==> src/rtl/sio_pkg.sv <==
package sio_pkg;

    localparam int NCH      = 2;
    localparam int BYTE_W   = 8;
    localparam int PTR_W    = 4;

    // register indices the datapath decodes
    localparam logic [PTR_W-1:0] REG_STATUS  = 4'd0;
    localparam logic [PTR_W-1:0] REG_ERRS    = 4'd1;
    localparam logic [PTR_W-1:0] REG_PEND    = 4'd3;
    localparam logic [PTR_W-1:0] REG_INTCFG  = 4'd1;
    localparam logic [PTR_W-1:0] REG_MASTER  = 4'd9;
    localparam logic [PTR_W-1:0] REG_ECHO_LO = 4'd12;
    localparam logic [PTR_W-1:0] REG_ECHO_HI = 4'd13;
    localparam logic [PTR_W-1:0] REG_MISC    = 4'd14;

    // bit positions
    localparam int TXIE_BIT  = 1;
    localparam int RXM_LO    = 3;
    localparam int RXM_HI    = 4;
    localparam int MIE_BIT   = 3;
    localparam int LOOP_BIT  = 4;
    localparam int RXAV_BIT  = 0;
    localparam int TXE_BIT   = 2;

    typedef enum logic [2:0] {
        ACC_NONE,
        ACC_CMD_WR,
        ACC_CMD_RD,
        ACC_DAT_WR,
        ACC_DAT_RD
    } acc_t;

    // packed MSB first: bit5 .. bit0 of the pending register
    typedef struct packed {
        logic rx_a;
        logic tx_a;
        logic ext_a;
        logic rx_b;
        logic tx_b;
        logic ext_b;
    } pend_t;

    // the write registers that drive behaviour
    typedef struct packed {
        logic [BYTE_W-1:0] intcfg;
        logic [BYTE_W-1:0] master;
        logic [BYTE_W-1:0] echo_lo;
        logic [BYTE_W-1:0] echo_hi;
        logic [BYTE_W-1:0] misc;
    } chan_cfg_t;

    function automatic acc_t decode_acc(input logic cs, input logic we,
                                        input logic sel_data);
        if (!cs)
            return ACC_NONE;
        case ({sel_data, we})
            2'b00:   return ACC_CMD_RD;
            2'b01:   return ACC_CMD_WR;
            2'b10:   return ACC_DAT_RD;
            default: return ACC_DAT_WR;
        endcase
    endfunction

    function automatic logic [BYTE_W-1:0] status_byte(input logic rx_avail);
        logic [BYTE_W-1:0] s;
        s = '0;
        s[TXE_BIT]  = 1'b1;
        s[RXAV_BIT] = rx_avail;
        return s;
    endfunction

    function automatic logic [BYTE_W-1:0] pend_byte(input pend_t p);
        return {2'b00, p};
    endfunction

endpackage

==> src/rtl/sio_rx_fifo.sv <==
module sio_rx_fifo #(
    parameter int DEPTH = 4,
    parameter int W     = 8
) (
    input  logic         clk,
    input  logic         rst,
    input  logic         push,
    input  logic [W-1:0] din,
    input  logic         pop,
    output logic [W-1:0] dout,
    output logic         empty,
    output logic         overrun
);
    localparam int AW = (DEPTH > 1) ? $clog2(DEPTH) : 1;
    localparam int CW = $clog2(DEPTH + 1);
    localparam logic [AW-1:0] LAST = AW'(DEPTH - 1);
    localparam logic [CW-1:0] FULL = CW'(DEPTH);

    logic [W-1:0]  mem [DEPTH];
    logic [AW-1:0] wp, rp;
    logic [CW-1:0] cnt;
    logic          pop_ok, push_ok;

    assign empty   = (cnt == '0);
    assign pop_ok  = pop && !empty;
    assign push_ok = push && ((cnt != FULL) || pop_ok);
    assign dout    = mem[rp];

    always_ff @(posedge clk) begin
        if (rst) begin
            wp      <= '0;
            rp      <= '0;
            cnt     <= '0;
            overrun <= 1'b0;
        end else begin
            if (push_ok) begin
                mem[wp] <= din;
                wp      <= (wp == LAST) ? '0 : wp + 1'b1;
            end
            if (pop_ok)
                rp <= (rp == LAST) ? '0 : rp + 1'b1;
            if (push_ok && !pop_ok)
                cnt <= cnt + 1'b1;
            else if (pop_ok && !push_ok)
                cnt <= cnt - 1'b1;
            if (push && !push_ok)
                overrun <= 1'b1;
        end
    end


    fill_bound_chk: assert property (@(posedge clk) disable iff (rst)
        cnt <= FULL);


    overrun_sticky_chk: assert property (@(posedge clk) disable iff (rst)
        overrun |=> overrun);

endmodule

==> src/rtl/sio_chan_regs.sv <==
module sio_chan_regs
    import sio_pkg::*;
(
    input  logic              clk,
    input  logic              rst,
    input  logic              cmd_wr,
    input  logic              cmd_rd,
    input  logic [BYTE_W-1:0] wdata,
    output logic [PTR_W-1:0]  ptr,
    output chan_cfg_t         cfg
);
    logic armed;

    always_ff @(posedge clk) begin
        if (rst) begin
            ptr   <= '0;
            armed <= 1'b0;
            cfg   <= '0;
        end else if (cmd_wr) begin
            if (!armed) begin
                ptr   <= wdata[PTR_W-1:0];
                armed <= 1'b1;
            end else begin
                case (ptr)
                    REG_INTCFG:  cfg.intcfg  <= wdata;
                    REG_MASTER:  cfg.master  <= wdata;
                    REG_ECHO_LO: cfg.echo_lo <= wdata;
                    REG_ECHO_HI: cfg.echo_hi <= wdata;
                    REG_MISC:    cfg.misc    <= wdata;
                    default: ;
                endcase
                ptr   <= '0;
                armed <= 1'b0;
            end
        end else if (cmd_rd) begin
            ptr   <= '0;
            armed <= 1'b0;
        end
    end


    value_store_chk: assert property (@(posedge clk) disable iff (rst)
        (cmd_wr && armed) |=> (!armed && ptr == '0));


    read_rewind_chk: assert property (@(posedge clk) disable iff (rst)
        cmd_rd |=> (!armed && ptr == '0));

endmodule

==> src/rtl/sio_irq_ctrl.sv <==
module sio_irq_ctrl
    import sio_pkg::*;
(
    input  logic           clk,
    input  logic           rst,
    input  logic           mie,
    input  logic [NCH-1:0] txie,
    input  logic           rx_en,
    input  logic [NCH-1:0] rx_ready,
    input  logic [NCH-1:0] tx_hit,
    input  logic           clr,
    output pend_t          pend,
    output logic           irq
);
    always_ff @(posedge clk) begin
        if (rst || clr) begin
            pend <= '0;
        end else if (mie) begin
            if (tx_hit[0] && txie[0]) pend.tx_a <= 1'b1;
            if (tx_hit[1] && txie[1]) pend.tx_b <= 1'b1;
            if (rx_en && rx_ready[0]) pend.rx_a <= 1'b1;
            if (rx_en && rx_ready[1]) pend.rx_b <= 1'b1;
        end
    end

    assign irq = mie && ((txie[0] && pend.tx_a) || (txie[1] && pend.tx_b) ||
                         (rx_en && (pend.rx_a || pend.rx_b)));


    pend_clear_chk: assert property (@(posedge clk) disable iff (rst)
        clr |=> (pend == '0));


    master_hold_chk: assert property (@(posedge clk) disable iff (rst)
        (!mie && !clr) |=> $stable(pend));

endmodule

==> src/rtl/dual_sio_regs.sv <==
module dual_sio_regs
    import sio_pkg::*;
#(
    parameter int FIFO_DEPTH = 4
) (
    input  logic                  clk,
    input  logic                  rst,
    input  logic                  cs,
    input  logic                  we,
    input  logic                  sel_data,
    input  logic                  chan,
    input  logic [BYTE_W-1:0]     wdata,
    output logic [BYTE_W-1:0]     rdata,
    input  logic [NCH-1:0]        rx_push,
    input  logic [NCH*BYTE_W-1:0] rx_byte,
    output logic                  tx_valid,
    output logic                  tx_chan,
    output logic [BYTE_W-1:0]     tx_byte,
    output logic                  irq,
    output logic [NCH-1:0]        overrun
);
    acc_t              acc;
    logic [PTR_W-1:0]  ptr      [NCH];
    chan_cfg_t         cfg      [NCH];
    logic [BYTE_W-1:0] head     [NCH];
    logic [NCH-1:0]    empty;
    logic [NCH-1:0]    txie;
    logic [NCH-1:0]    tx_hit;
    logic [NCH-1:0]    dat_rd_c;
    pend_t             pend;
    logic              clr;

    assign acc = decode_acc(cs, we, sel_data);

    for (genvar c = 0; c < NCH; c++) begin : g_ch
        logic sel_me, loop_on;
        assign sel_me      = (chan == 1'(c));
        assign loop_on     = cfg[c].misc[LOOP_BIT];
        assign tx_hit[c]   = sel_me && (acc == ACC_DAT_WR);
        assign dat_rd_c[c] = sel_me && (acc == ACC_DAT_RD);
        assign txie[c]     = cfg[c].intcfg[TXIE_BIT];

        sio_chan_regs u_regs (
            .clk    (clk),
            .rst    (rst),
            .cmd_wr (sel_me && (acc == ACC_CMD_WR)),
            .cmd_rd (sel_me && (acc == ACC_CMD_RD)),
            .wdata  (wdata),
            .ptr    (ptr[c]),
            .cfg    (cfg[c])
        );

        sio_rx_fifo #(.DEPTH(FIFO_DEPTH), .W(BYTE_W)) u_fifo (
            .clk     (clk),
            .rst     (rst),
            .push    (loop_on ? tx_hit[c] : rx_push[c]),
            .din     (loop_on ? wdata : rx_byte[c*BYTE_W +: BYTE_W]),
            .pop     (dat_rd_c[c]),
            .dout    (head[c]),
            .empty   (empty[c]),
            .overrun (overrun[c])
        );
    end

    assign clr = (|dat_rd_c) ||
                 (acc == ACC_CMD_RD && chan == 1'b0 && ptr[0] == REG_PEND);

    sio_irq_ctrl u_irq (
        .clk      (clk),
        .rst      (rst),
        .mie      (cfg[0].master[MIE_BIT]),
        .txie     (txie),
        .rx_en    (|cfg[0].intcfg[RXM_HI:RXM_LO]),
        .rx_ready (~empty),
        .tx_hit   (tx_hit),
        .clr      (clr),
        .pend     (pend),
        .irq      (irq)
    );

    always_comb begin
        rdata = '0;
        if (acc == ACC_DAT_RD) begin
            rdata = empty[chan] ? '0 : head[chan];
        end else if (acc == ACC_CMD_RD) begin
            case (ptr[chan])
                REG_STATUS:  rdata = status_byte(!empty[chan]);
                REG_ERRS:    rdata = '0;
                REG_PEND:    rdata = (chan == 1'b0) ? pend_byte(pend) : '0;
                REG_ECHO_LO: rdata = cfg[chan].echo_lo;
                REG_ECHO_HI: rdata = cfg[chan].echo_hi;
                default:     rdata = '0;
            endcase
        end
    end

    always_ff @(posedge clk) begin
        if (rst) begin
            tx_valid <= 1'b0;
            tx_chan  <= 1'b0;
            tx_byte  <= '0;
        end else begin
            tx_valid <= |tx_hit;
            if (|tx_hit) begin
                tx_chan <= chan;
                tx_byte <= wdata;
            end
        end
    end

    logic unused_cfg;
    assign unused_cfg = ^{cfg[0].intcfg, cfg[0].master, cfg[0].misc,
                          cfg[1].intcfg, cfg[1].master, cfg[1].misc};


    tx_strobe_chk: assert property (@(posedge clk) disable iff (rst)
        (acc == ACC_DAT_WR) |=> (tx_valid && tx_byte == $past(wdata) &&
                                 tx_chan == $past(chan)));


    irq_gate_chk: assert property (@(posedge clk) disable iff (rst)
        irq |-> cfg[0].master[MIE_BIT]);

endmodule

==> config.mk <==
export PLATFORM = sky130hd
export DESIGN_NAME = dual_sio_regs
export DESIGN_NICKNAME = d
export VERILOG_FILES = /design/src/rtl/sio_pkg.sv /design/src/rtl/sio_rx_fifo.sv /design/src/rtl/sio_chan_regs.sv /design/src/rtl/sio_irq_ctrl.sv /design/src/rtl/dual_sio_regs.sv
export SDC_FILE = /design/constraint.sdc
export NUM_CORES = 1
export LEC_CHECK = 0
export ABC_AREA = 1
export ABC_CLOCK_PERIOD_IN_PS = 8200
export BUFFER_PORTS_ARGS = -buffer_cell sky130_fd_sc_hd__buf_2
export CAP_MARGIN = 5
export CORE_UTILIZATION = 60
export DETAILED_ROUTE_END_ITERATION = 16
export MAX_ROUTING_LAYER = met4
export PLACE_DENSITY_LB_ADDON = 0.2
export SYNTH_ARGS = -nofsm -noshare
export SYNTH_HDL_FRONTEND = slang
export SYNTH_HIERARCHICAL = 1
export SYNTH_SLANG_ARGS = --single-unit
==> constraint.sdc <==
create_clock -name clk -period 8.2 [get_ports clk]
set_clock_uncertainty 0.15 [all_clocks]
set_input_delay 1.23 -clock clk [delete_from_list [all_inputs] [get_ports clk]]
set_output_delay 1.23 -clock clk [all_outputs]
set_load 0.01 [all_outputs]
Word-level counts from Yosys, hierarchy flattened
Memories as Yosys holds them, arrays and structs flattened. A register that Yosys moved wholly into a read port is not among the register bits.
Index checks and enable logic that the tools add are counted.
- bits in registers: 99
- RAM bits: 64
- input bits: 32
- logic and storage cells: 185
- memories: 2
- memory list (name ; words ; bits a word ; read ports ; clocked after Yosys merged registers in ; write ports ; RTL line ; text):
    g_ch[0].u_fifo.mem ; 4 ; 8 ; 1 ; 1 ; 1 ; sio_rx_fifo.sv:19 ; logic [W-1:0] mem [DEPTH];
    g_ch[1].u_fifo.mem ; 4 ; 8 ; 1 ; 1 ; 1 ; sio_rx_fifo.sv:19 ;
- add/subtract/negate cells: 8
- $lt $le $gt $ge: 2
- eq/ne operators: 25
- multiplexer cells: 52
- bitwise gates (word level): 3
- reductions and logical operators: 65
- operators by type and width (cell ; number):
    $mux W24 ; 3
    $mux W8 ; 8
    $eq A4 B4 Y1 const B ; 9
    $mux W4 ; 9
    $pmux W8 S4 ; 1
    $logic_and A1 B1 Y1 ; 27
    $reduce_and A3 Y1 ; 9
    $mux W1 ; 16
    $mux W2 ; 8
    $mux W3 ; 5
    $eq A2 B2 Y1 const B ; 5
    $pmux W3 S3 ; 1
    $add A2 B1 Y2 const B ; 4
    $eq A4 B1 Y1 const B ; 2
    $eq A4 B2 Y1 const B ; 2
    $reduce_and A2 Y1 ; 4
    $reduce_bool A2 Y1 ; 4
    $logic_not A1 Y1 ; 7
    $logic_or A1 B1 Y1 ; 7
    $add A3 B1 Y3 const B ; 2
    $eq A3 B2 Y1 const B ; 2
    $logic_not A3 Y1 ; 2
    $mux W6 ; 1
    $ne A3 B3 Y1 const B ; 2
    12 further kinds ; 15

Depth between registers and ports, before layout
- depth in word-level cells: 12
- mapped depth: 18

Modules after synthesis
The synthesis kept the hierarchy.
- by module, submodules not included (module ; times used ; cells an instance ; area each (um^2) ; sequential area each (um^2)):
    sio_chan_regs ; 2 ; 277 ; 1961.9 ; 900.9
    sio_rx_fifo ; 2 ; 153 ; 1752.9 ; 1161.1
    dual_sio_regs ; 1 ; 265 ; 1492.7 ; 200.2
    sio_irq_ctrl ; 1 ; 27 ; 192.7 ; 80.1

Worst setup path after synthesis
Ideal clock, no wire load.
- path kind: input to register
- start point: input we
- end point: register g_ch[1].u_fifo.cnt[2]
- arrival: 3.321 ns
- slack: 4.616 ns
- stages on the path: 18
- path buffers: 1
- cells stage by stage: inv_1 -> ha_1 -> nand2_1 -> nor2_1 -> nand2_1 -> buf_2 -> nor2_1 -> mux2_2 -> a21boi_2 -> ha_1 -> inv_1 -> fa_1 -> inv_1 -> nand2_1 -> nand3_1 -> nand2_1 -> nand2_1 -> nor2_1
- elaborated cells between the ends (all ways): 19
- classes of those cells: 4 x eq/ne; 4 x mux; 11 x reduce/logical
- RTL lines (element ; RTL line ; text):
    start, declared ; dual_sio_regs.sv:9 ; input logic we,
    $eq A2 B2 Y1 (tied with other cells) ; sio_pkg.sv:57 ; case ({sel_data, we})
    $pmux W3 S3 * ; sio_pkg.sv:57 ;
    $mux W3 * ; sio_pkg.sv:57 ;
    $eq A3 B2 Y1 * ; dual_sio_regs.sv:39 ; assign tx_hit[c] = sel_me && (acc == ACC_DAT_WR);
    $logic_and A1 B1 Y1 * ; dual_sio_regs.sv:39 ;
    via tx_hit[1] ; dual_sio_regs.sv:28 ; logic [NCH-1:0] tx_hit;
    $mux W1 * ; dual_sio_regs.sv:56 ; .push (loop_on ? tx_hit[c] : rx_push[c]),
    $logic_and A1 B1 Y1 * ; sio_rx_fifo.sv:26 ; assign push_ok = push && ((cnt != FULL) || pop_ok);
    $logic_not A1 Y1 ; sio_rx_fifo.sv:44 ; else if (pop_ok && !push_ok)
    $logic_and A1 B1 Y1 ; sio_rx_fifo.sv:44 ;
    $reduce_bool A2 Y1 (no line) ; n/a ;
    end signal, assigned ; sio_rx_fifo.sv:43 ; cnt <= cnt + 1'b1;
    end signal, assigned ; sio_rx_fifo.sv:45 ; cnt <= cnt - 1'b1;
    end, declared ; sio_rx_fifo.sv:21 ; logic [CW-1:0] cnt;
Mark *: on every way through the listed nets, which the timed path passes. The rest lies on a longest branch.
A chain may end at the register's enable or synchronous reset.

Final worst setup path
- start point: input chan
- end point: output rdata[3]
- cells in the longest elaborated chain, start to end: 8
- elaborated cells between the ends (all ways): 20
- classes of those cells: 3 x eq/ne; 15 x mux; 1 x bitwise; 1 x reduce/logical
- RTL lines (element ; RTL line ; text):
    start, declared ; dual_sio_regs.sv:11 ; input logic chan,
    $not A1 Y2 (not written as such) ; n/a ;
    $mux W4 (not written as such) (3 in series) ; dual_sio_regs.sv:86 ; case (ptr[chan])
    $eq A4 B4 Y1 (tied with other cells) ; dual_sio_regs.sv:86 ;
    $pmux W8 S4 ; dual_sio_regs.sv:86 ;
    $mux W8 ; dual_sio_regs.sv:85 ; end else if (acc == ACC_CMD_RD) begin
    $mux W8 * ; dual_sio_regs.sv:83 ; if (acc == ACC_DAT_RD) begin
    end, declared ; dual_sio_regs.sv:13 ; output logic [BYTE_W-1:0] rdata,
Every way passes the cells marked *; elsewhere a longest branch is shown, timed or not. The select of a mux whose other input is x is not followed.

==> run metrics <==
Clock Tree Buf Depth 2; antenna-violating nets left 0; die area ~13000 µm²; WHS Path Cells 2; Routed wire per std cell approximately 16 µm; Worst Max-Slew Pin Slew 1.15 ns; CTS Sinks around 150; postcts setup bufs 0; VDD IR max between 150 and 200 µV; worst hold start g_ch[1].u_fifo/overrun; H-tree depth 4; post-layout minimum cycle time between 4 and 5 ns; area delta synth->final 10.3%; first-pass GRT wire length about 28000 µm; total wire length around 18000 µm; setup ws final ~3.4 ns; Post-Syn Area about 7500 µm²; gr ovfl total 0; GP Congestion ~0.89; Antenna Cells 0; Post-Syn Area per Cell 8.14 µm²; clk_lat worst skew 0.42 ns; Reg2Reg Depth 4; Worst Path Max Fanout 40; Synth Warn # 6; # DRC 0; initial antenna violation count 0; Leakage between 0.003 and 0.004 µW; Chip Width roughly 110 µm; Critical Path Source chan; WP data required between 6 and 7 ns; CTS resizes 0; hold buffers post-CTS 0; via count approximately 6000; pre-CTS WS about 3.4 ns; WP data arrival 3.43 ns; initial core utilization 0.620; GRT Overall Usage 0.299; Mapped Cells a little over 900; Reg clk slew, reported paths roughly 0.060 ns; run status complete, no violations; worst setup path end rdata[3]; FP Rows 40; Power Density 215 nW/µm²; Hold Path Class flip-flop to flip-flop; Fmax around 210 MHz; max-slew violations 0; DR iter-0 viols 560; critical path capture point type primary output; RSZ-0062 raised after global routing false; Area after DPL about 7600 µm²; DR pass1 iterations 5; DP HPWL between 10000 and 15000 µm; die height 114 µm; CP Launch Type input port; reg2reg end g_ch[0].u_fifo/mem[0][0]; relative slew slack 0.230; final setup vio count 0; Final Hold Vio Count 0; Setup CP Type input port to primary output; R2R setup slack between 5 and 6 ns; TNS Setup 0 ns; final net count 995; IO Port Bufs 52; via/cell ratio around 5.4; area of the core 12100 µm²; total CTS buffers 17; design area 8250 µm²; hold slack approximately 0.31 ns; share of cells above drive strength 1 0.167; clk root buf clkbuf_16; reg2reg start g_ch[0].u_regs/cfg[4]; Tcrit/Tclk final 0.586; TritonCTS clock tree done; largest net degree at the start of global routing 41; Max-Cap Viols 0; I/O pins 53; number of global-route vias before repair roughly 5500
[stage by stage]
step	total power (µW)	utilization	cells
2_1_floorplan	943	-	920
3_3_place_gp	988	0.634	1095
3_5_place_dp	993	0.634	1095
4_1_cts	1790	0.684	1127
5_1_grt	1840	0.684	1127
6_report	1770	0.684	1127
[critical path: stages]
cell and delay [ns]:
buf_2 0.56, inv_2 0.47, nand2_1 0.15, nand2_1 0.09, nor2_4 0.24, nand2_2 0.11
inv_2 0.10, nand2_1 0.05, nand3_1 0.06, nand2_1 0.05, nand2_1 0.13, buf_2 0.16
[cell usage in the layout (no fill, tap or decap), types with 2 or more instances in the layout]
master     instances
nand2_1          221
nor2_1           118
clkinv_1           2
nand2_2            9
nand3_1           74
nor2_4            10
inv_1             86
mux2i_1            2
nand2_4            2
or2_2              3
conb_1             2
nor3_1             2
inv_6              3
dfxtp_1           83
a21boi_1           2
nand4_1            5
clkbuf_16         17
buf_2             52
edfxtp_1          64
a21oi_1           65
o21ai_1            8
a21boi_2           2
nand3_4            2
inv_2             11
nor2_2            15
fa_1               2
o22ai_1           18
ha_1              15
mux2_2            18
bufinv_16          3
o21ai_0           26
clkinv_4           4
o21ai_2            4
xor2_1             2
[where the power goes]
part           switching (µW)  leakage, µW  total [µW]  internal, µW
sequential               17.5      0.00125         807           789
clock                     312     0.000292         795           483
combinational             117      0.00193         172          54.9
[final cells by class]
cell class	instances	area (µm²)
Tap cell	168	210
Fill cell	1006	3810
Timing Repair Buffer	53	268
Clock inverter	14	178
Clock buffer	18	429
Sequential cell	147	3580
Inverter	97	364
Multi-Input combinational cell	630	3220
[state kept, by name (all words and copies together) (netlist names), 2 cells and up, named ones only]
name	flops
g_ch.u_fifo/mem	64
g_ch.u_regs/cfg	39
g_ch.u_regs/ptr	8
tx_byte	8
g_ch.u_fifo/cnt	6
g_ch.u_fifo/rp	4
g_ch.u_fifo/wp	4
u_irq/pend	4
g_ch.u_fifo/overrun	2
g_ch.u_regs/armed	2
[how the worst min path moves through the flow]
stage                                  end
finish              g_ch[1].u_fifo/overrun
global route        g_ch[0].u_fifo/overrun
CTS                 g_ch[1].u_fifo/overrun
detailed placement  g_ch[1].u_fifo/overrun
global placement    g_ch[0].u_fifo/overrun
floorplan                    u_irq/pend[1]
[routing by layer]
layer  up-vias  track usage  share of wire
li1       3020            -              -
met1      2785        0.384           0.45
met2       198        0.475           0.47
met3        27       0.0664          0.057
met4         0       0.0930          0.019
met5         -            -              0
No activity file was read; power rests on OpenSTA's default activity.
